--- src/rtl/wd_failsafe_pkg.sv ---
package wd_failsafe_pkg;

  typedef struct packed {
    logic clear;  // zero the tick counter
    logic step;   // advance the tick counter
    logic load;   // adopt the requested divisor
  } wdStrobes_t;

endpackage

--- src/rtl/wd_datapath.sv ---
module wd_datapath
  import wd_failsafe_pkg::*;
#(
  parameter int BASE_TICKS = 64,
  parameter int DIV_W      = 2
) (
  input  logic             clk,
  input  logic             rstN,
  input  wdStrobes_t       strb,
  input  logic [DIV_W-1:0] divSel,
  output logic             atLast
);
  localparam int CNT_W    = $clog2(BASE_TICKS);
  localparam int NUM_DIVS = 1 << DIV_W;

  logic [DIV_W-1:0] activeDiv;
  logic [CNT_W-1:0] count;
  logic [CNT_W:0]   limitTab [NUM_DIVS];
  logic [CNT_W:0]   limit;

  generate
    for (genvar d = 0; d < NUM_DIVS; d++) begin : g_limit
      localparam int LIM = ((BASE_TICKS >> d) < 1) ? 1 : (BASE_TICKS >> d);
      assign limitTab[d] = (CNT_W+1)'(LIM);
    end
  endgenerate

  assign limit  = limitTab[activeDiv];
  assign atLast = ({1'b0, count} == (limit - 1'b1));

  always_ff @(posedge clk or negedge rstN) begin
    if (!rstN)          activeDiv <= '0;
    else if (strb.load) activeDiv <= divSel;
  end

  always_ff @(posedge clk or negedge rstN) begin
    if (!rstN)           count <= '0;
    else if (strb.clear) count <= '0;
    else if (strb.step)  count <= count + 1'b1;
  end

  // any restart leaves the counter at zero
  p_restart_zero_r4: assert property (@(posedge clk) disable iff (!rstN)
    strb.clear |=> (count == '0));

  // the counter never reaches the active limit
  p_no_overflow_r3: assert property (@(posedge clk) disable iff (!rstN)
    ({1'b0, count} < limit));

endmodule

--- src/rtl/wd_ctrl.sv ---
module wd_ctrl
  import wd_failsafe_pkg::*;
(
  input  logic       clk,
  input  logic       rstN,
  input  logic       tick,
  input  logic       wakeIn,
  input  logic       wdIn,
  input  logic       wdBit,
  input  logic       reinit,
  input  logic       atLast,
  output wdStrobes_t strb,
  output logic       failSafe
);
  logic wdPrev, bitPrev;
  logic wdEdge, bitToggle, restart, advance, trip;

  assign wdEdge    = wdIn ^ wdPrev;
  assign bitToggle = wdBit ^ bitPrev;
  assign restart   = wdEdge | bitToggle | reinit | ~wakeIn;
  assign advance   = wakeIn & tick & ~failSafe & ~restart;
  assign trip      = advance & atLast;

  assign strb.clear = restart | trip;
  assign strb.step  = advance;
  assign strb.load  = bitToggle;

  always_ff @(posedge clk or negedge rstN) begin
    if (!rstN) begin
      wdPrev  <= 1'b0;
      bitPrev <= 1'b0;
    end else begin
      wdPrev  <= wdIn;
      bitPrev <= wdBit;
    end
  end

  always_ff @(posedge clk or negedge rstN) begin
    if (!rstN)       failSafe <= 1'b0;
    else if (reinit) failSafe <= 1'b0;
    else if (trip)   failSafe <= 1'b1;
  end

  // never trips while disarmed
  p_wake_low_r2: assert property (@(posedge clk) disable iff (!rstN)
    (!wakeIn && !failSafe) |=> !failSafe);

  // fail-safe holds until re-initialise
  p_hold_fs_r8: assert property (@(posedge clk) disable iff (!rstN)
    (failSafe && !reinit) |=> failSafe);

  // re-initialise leaves fail-safe
  p_reinit_clear_r9: assert property (@(posedge clk) disable iff (!rstN)
    reinit |=> !failSafe);

endmodule

--- src/rtl/wd_failsafe.sv ---
module wd_failsafe
  import wd_failsafe_pkg::*;
#(
  parameter int BASE_TICKS = 64,
  parameter int DIV_W      = 2
) (
  input  logic             clk,
  input  logic             rstN,
  input  logic             tick,
  input  logic             wakeIn,
  input  logic             wdIn,
  input  logic [DIV_W-1:0] divSel,
  input  logic             wdBit,
  input  logic             reinit,
  output logic             failSafe,
  output logic             forceHs0,
  output logic             forceHs2
);
  wdStrobes_t strb;
  logic       atLast;

  wd_ctrl ctrl_i (
    .clk(clk), .rstN(rstN), .tick(tick), .wakeIn(wakeIn), .wdIn(wdIn),
    .wdBit(wdBit), .reinit(reinit), .atLast(atLast), .strb(strb),
    .failSafe(failSafe)
  );

  wd_datapath #(.BASE_TICKS(BASE_TICKS), .DIV_W(DIV_W)) dp_i (
    .clk(clk), .rstN(rstN), .strb(strb), .divSel(divSel), .atLast(atLast)
  );

  assign forceHs0 = failSafe;
  assign forceHs2 = failSafe;

  // fail-safe is only entered from a completed count with no restart
  p_entry_r8: assert property (@(posedge clk) disable iff (!rstN)
    $rose(failSafe) |-> $past(tick && wakeIn && !reinit));

endmodule

--- config.mk ---
export PLATFORM = sky130hd
export DESIGN_NAME = wd_failsafe
export DESIGN_NICKNAME = d
export VERILOG_FILES = /design/src/rtl/wd_failsafe_pkg.sv /design/src/rtl/wd_datapath.sv /design/src/rtl/wd_ctrl.sv /design/src/rtl/wd_failsafe.sv
export SDC_FILE = /design/constraint.sdc
export NUM_CORES = 1
export LEC_CHECK = 0
export BUFFER_PORTS_ARGS = -buffer_cell sky130_fd_sc_hd__buf_2
export CAP_MARGIN = 20
export CORE_AREA = 3 3 40 42
export CTS_BUF_LIST = sky130_fd_sc_hd__clkbuf_16
export CTS_CLUSTER_DIAMETER = 120
export DETAILED_ROUTE_END_ITERATION = 6
export DIE_AREA = 0 0 43 45
export PLACE_DENSITY = 0.73
export SLEW_MARGIN = 20
export SYNTH_ARGS = -nofsm -noshare
export SYNTH_HDL_FRONTEND = slang
export SYNTH_HIERARCHICAL = 1
export SYNTH_SLANG_ARGS = --single-unit
--- constraint.sdc ---
create_clock -name clk -period 4.1 [get_ports clk]
set_clock_uncertainty 0.15 [all_clocks]
set_input_delay 0.82 -clock clk [delete_from_list [all_inputs] [get_ports clk]]
set_output_delay 0.82 -clock clk [all_outputs]
set_load 0.02 [all_outputs]
After elaboration in Yosys (flattened, before gate mapping)
Cells that the tools add are included.

word-level totals
  register bits after elaboration = 11
  bits of input ports = 9
  output and inout port bits = 3
  word-level logic and storage cells = 32

operators by class
  add/subtract/negate cells = 2
  $lt $le $gt $ge = 1
  equality and inequality tests = 1
  muxes and demuxes = 7
  bitwise gates (word level) = 14
  reduce and logical (&&, ||, !) cells = 2

operators with widths
  cell                                                                 count
  7-bit binary-select mux with 2-bit select                            1
  7-bit two-way mux                                                    2
  6-bit two-way mux                                                    2
  6-bit by 7-bit == test with 1-bit output                             1
  7-bit by 1-bit subtractor with 7-bit output (second input constant)  1
  6-bit by 1-bit adder with 6-bit output (second input constant)       1
  1-bit bitwise AND                                                    4
  1-bit OR                                                             4
  2-bit nonzero test                                                   2
  3-bit >= comparator (second input constant)                          1
  1-bit inverter                                                       3
  2-bit inverter with 3-bit output                                     1
  1-bit two-way mux                                                    2
  1-bit XOR                                                            2

Logic depth before layout (Yosys ltp)
  depth after elaboration = 9
  gate-level depth with buffers = 7
  gate-level depth less buffers = 6

By module
The synthesis kept the hierarchy.

by module, submodules not included
  module       times used  cells each  area an instance (sq um)  seq. area each (sq um)
  wd_datapath  1           34          391.6                     200.2
  wd_ctrl      1           13          156.4                     75.1
  wd_failsafe  1           2           15.0                      0.0

Least setup slack after synthesis
OpenSTA, ideal clock, no wires.

  path type = input -> register
  start point = in wdIn
  end point = reg dp_i.count[5]
  library setup time = 0.078 ns
  arrival = 2.364 ns
  required time = 3.872 ns
  path slack = 1.509 ns
  cell stages on the path = 7
  path buffers = 1
  cell sequence = xor2_1 or4b_4 nor3b_2 buf_4 nand4_1 or3_1 a21oi_1

on the way
  cells in the longest elaborated chain, start to end = 9
  elaborated cells between the ends (all ways) = 10
  classes of those cells = 1 x mux; 8 x bitwise; 1 x reduce/logical

RTL lines
  element                                                         line               RTL
  start: declaration                                              wd_failsafe.sv:11  input logic wdIn,
  1-bit XOR *                                                     wd_ctrl.sv:18      assign wdEdge = wdIn ^ wdPrev;
  1-bit OR * (3 in series)                                        wd_ctrl.sv:20      assign restart = wdEdge | bitToggle | reinit | ~wakeIn;
  1-bit inverter *                                                wd_ctrl.sv:21      assign advance = wakeIn & tick & ~failSafe & ~restart;
  1-bit bitwise AND *                                             wd_ctrl.sv:21
  named net ctrl_i.advance                                        wd_ctrl.sv:16      logic wdEdge, bitToggle, restart, advance, trip;
  1-bit bitwise AND                                               wd_ctrl.sv:22      assign trip = advance & atLast;
  1-bit OR                                                        wd_ctrl.sv:24      assign strb.clear = restart | trip;
  6-bit two-way mux / 2-bit nonzero test (equally long branches)  -
  end signal: assignment                                          wd_datapath.sv:39  else if (strb.step) count <= count + 1'b1;
  end: declaration                                                wd_datapath.sv:17  logic [CNT_W-1:0] count;

The timed path passes the listed nets; every way through them passes the cells marked *.
A chain may end at the register's enable or synchronous reset.

==> metrics.md <==
| Metric | Value |
|---|---|
| R2r endpoint | dp_i/count[5]$_DFFE_PN0P_ |
| Worst-Skew Late Latency | 0.24 ns |
| Clk slew on worst S/H paths | 0.04 ns |
| Die X | 43 microns |
| DR iter-0 viols | 5 |
| Drt total wl | 1040 microns |
| Register area share after synthesis | 0.489 |
| Peak supply drop | 0.266 mV |
| R2r setup slk | 1.73 ns |
| Top cells by area, synth | dfrtp_1 49%, xor2_1 7.8%, buf_4 5.3% |
| CP Capture Type | flop |
| #FFs+latches synth | 11 |
| Data required, critical path | 4.11 ns |
| Clock Path Buffers | 2 |
| I/O pin total | 12 |
| # port buffers | 11 |
| Synth Area per Inst | 11.5 sq um |
| Hpwl dp | 786 microns |
| Clock Sinks | 11 |
| Post-CTS setup buffers | 0 |
| Initial Util | 0.438 |
| FP Rows | 13 |
| Crit Path Category | input port to flop |
| Pwr dens | 453 nW/um^2 |
| Switching share of power | 0.191 |
| Run status | complete, no violations |
| Sequential Power Share | 0.375 |
| Via count | 410 |
| Syn Nets | 59 |
| Hold_buf cts | 0 |
| WL per Instance | 13.8 microns |
| Fmax | 0.375 GHz |
| TritonCTS clock tree | built |
| Slew @ Worst Pin | 0.367 ns |
| Minimum clock period | 2.67 ns |
| Most common cell in the netlist | dfrtp_1 |
| Synthesized area | 563 sq um |
| Drt first pass iters | 4 |
| Origin of the critical flop-to-flop path | ctrl_i/bitPrev$_DFF_PN0_ |
| Clk pwr share | 0.565 |
| Multi-input logic area | 254 sq um |
| Final hold violation count | 0 |
| Final ANT Viol Nets | 0 |
| Critical Path Start Type | input port |
| Hold/Removal Path Class | input port to asynchronous set/reset pin |
| Number of flops mapped to enable cells by yosys | 0 |
| Slew HR | 0.754 |
| DRC | 0 |
| Die height | 45 microns |
| Vias in the first global route | 473 |
| Crit path DAT | 2.68 ns |
| Pint | 251 uW |
| Final setup fails | 0 |
| Leading area contributor after synthesis | dfrtp_1 |
| Comb power frac | 0.059 |
| Final period utilization | 0.651 |
| Global-route wire length before repair | 1880 microns |
| P_sw | 59.5 uW |
| Initial antenna violation count | 0 |
| Most used DFF post-synth | dfrtp_1 |
| Placer congestion estimate | 0.735 |
| CTS buffer count | 3 |
| Worst Hold Margin | 0.296 ns |
| Layout Nets | 71 |
| Core Region | 1280 sq um |
| RSZ-0062 raised after global routing | no |
| Largest net degree at the start of global routing | 12 |
| Post-CTS Resized | 0 |
| Synth Instances | 49 |
| Congestion Overflow GR | 0 |
| Area grow syn2layout | 21.8% |
| Async set-reset flop share out of synthesis | 1.00 |
| Final Max Slew Viols | 0 |
| Antenna cells | 0 |
| Max H-tree Level | 1 |
| LEAKAGE | 0.000317 uW |
| Filler Cells Inserted | 111 |
| Die area | 1940 sq um |
| Gr usage total | 0.135 |
| Reg2reg path depth | 6 |
| CTS root buffer | clkbuf_16 |
| Final setup TNS | 0 ns |
| CP max FO | 5 |
| Share of the synthesized area in the top cell type | 0.489 |
| Synth top cells by count | 11 x dfrtp_1, 5 x nor2_1, 5 x xor2_1, 4 x buf_4, 3 x nand2_1 |
| Sequential cell area | 275 sq um |
| Ys Warns | 6 |
| Vias per std cell | 5.47 |
| Max cap viols | 0 |
| Share of cells above drive strength 1 | 0.300 |
| Post-synth cell types | 23 |
[worst max-delay path, stage by stage]
cell	delay [ns]
buf_2	0.11
xor2_1	0.17
or4b_4	0.52
nor3b_2	0.38
nand4_1	0.20
or3_1	0.33
a21oi_1	0.15
[stage by stage]
step	util	setup WS (ns)	instances	area [sq um]	power, uW
floorplan	-	1.51	49	563	130
global placement	0.472	1.24	71	607	136
detailed placement	0.472	1.20	71	607	137
CTS	0.534	1.42	75	686	316
global route	0.534	1.29	75	686	322
finish	0.534	1.43	75	686	311
[state kept, by name (all words and copies together), names as in the netlist]
name and count:
ctrl_i/failSafe 1, ctrl_i/bitPrev 1, ctrl_i/wdPrev 1, dp_i/activeDiv 2, dp_i/count 6
[worst max path at each step]
stage	startpoint	cells after the start	slack, ns	to
2_1_floorplan	wdIn	7	1.51	dp_i/count[5]$_DFFE_PN0P_
3_3_place_gp	wdBit	7	1.24	dp_i/count[5]$_DFFE_PN0P_
3_5_place_dp	wdBit	7	1.20	dp_i/count[5]$_DFFE_PN0P_
4_1_cts	wdBit	7	1.42	dp_i/count[5]$_DFFE_PN0P_
5_1_grt	wdBit	7	1.29	dp_i/count[5]$_DFFE_PN0P_
6_report	wdBit	7	1.43	dp_i/count[5]$_DFFE_PN0P_
[power by group through the flow]
stage | clock network [uW] | logic, uW | registers (uW)
6_report | 176 | 18.5 | 117
5_1_grt | 185 | 20.3 | 117
4_1_cts | 181 | 18.8 | 117
3_5_place_dp | 0 | 18.7 | 118
3_3_place_gp | 0 | 18.2 | 118
2_1_floorplan | 0 | 12.4 | 117
[placed cells by master, fill, tap and decap left out, drive strengths merged, types with 2 or more instances in the layout]
cell type,netlist,routed
or4bb,2,2
mux2,2,2
clkbuf,0,3
nand2,3,3
buf,4,11
xor2,5,5
dfrtp,11,11
inv,1,2
nand4,2,2
nor2,5,5
[layout make-up]
| cell class | instances | share of cell area |
|---|---|---|
| Clock inverter | 1 | 0.00547 |
| Timing Repair Buffer | 11 | 0.0803 |
| Tap cell | 15 | 0.0274 |
| Inverter | 1 | 0.00547 |
| Multi-Input combinational cell | 33 | 0.370 |
| Sequential cell | 11 | 0.401 |
| Clock buffer | 3 | 0.109 |
[per-layer routing]
layer	global-route usage	routed length [microns]
met1	0.126	411
met2	0.243	538
met3	0.0558	71
met4	0.0904	14
met5	0	0
[kinds of logic (layout without fill, tap and decap cells)]
group,count (synthesis),count (layout),share of synthesized area
AND/OR/NAND/NOR,17,17,0.204
flip-flops,11,11,0.489
AO/OA/AOI/OAI,6,6,0.0733
XOR/XNOR,6,6,0.0933
buffers and inverters,5,16,0.0600
multiplexers,3,3,0.0578
adder cells (fa/ha/maj),1,1,0.0222
(Power assumes the default switching activity.)
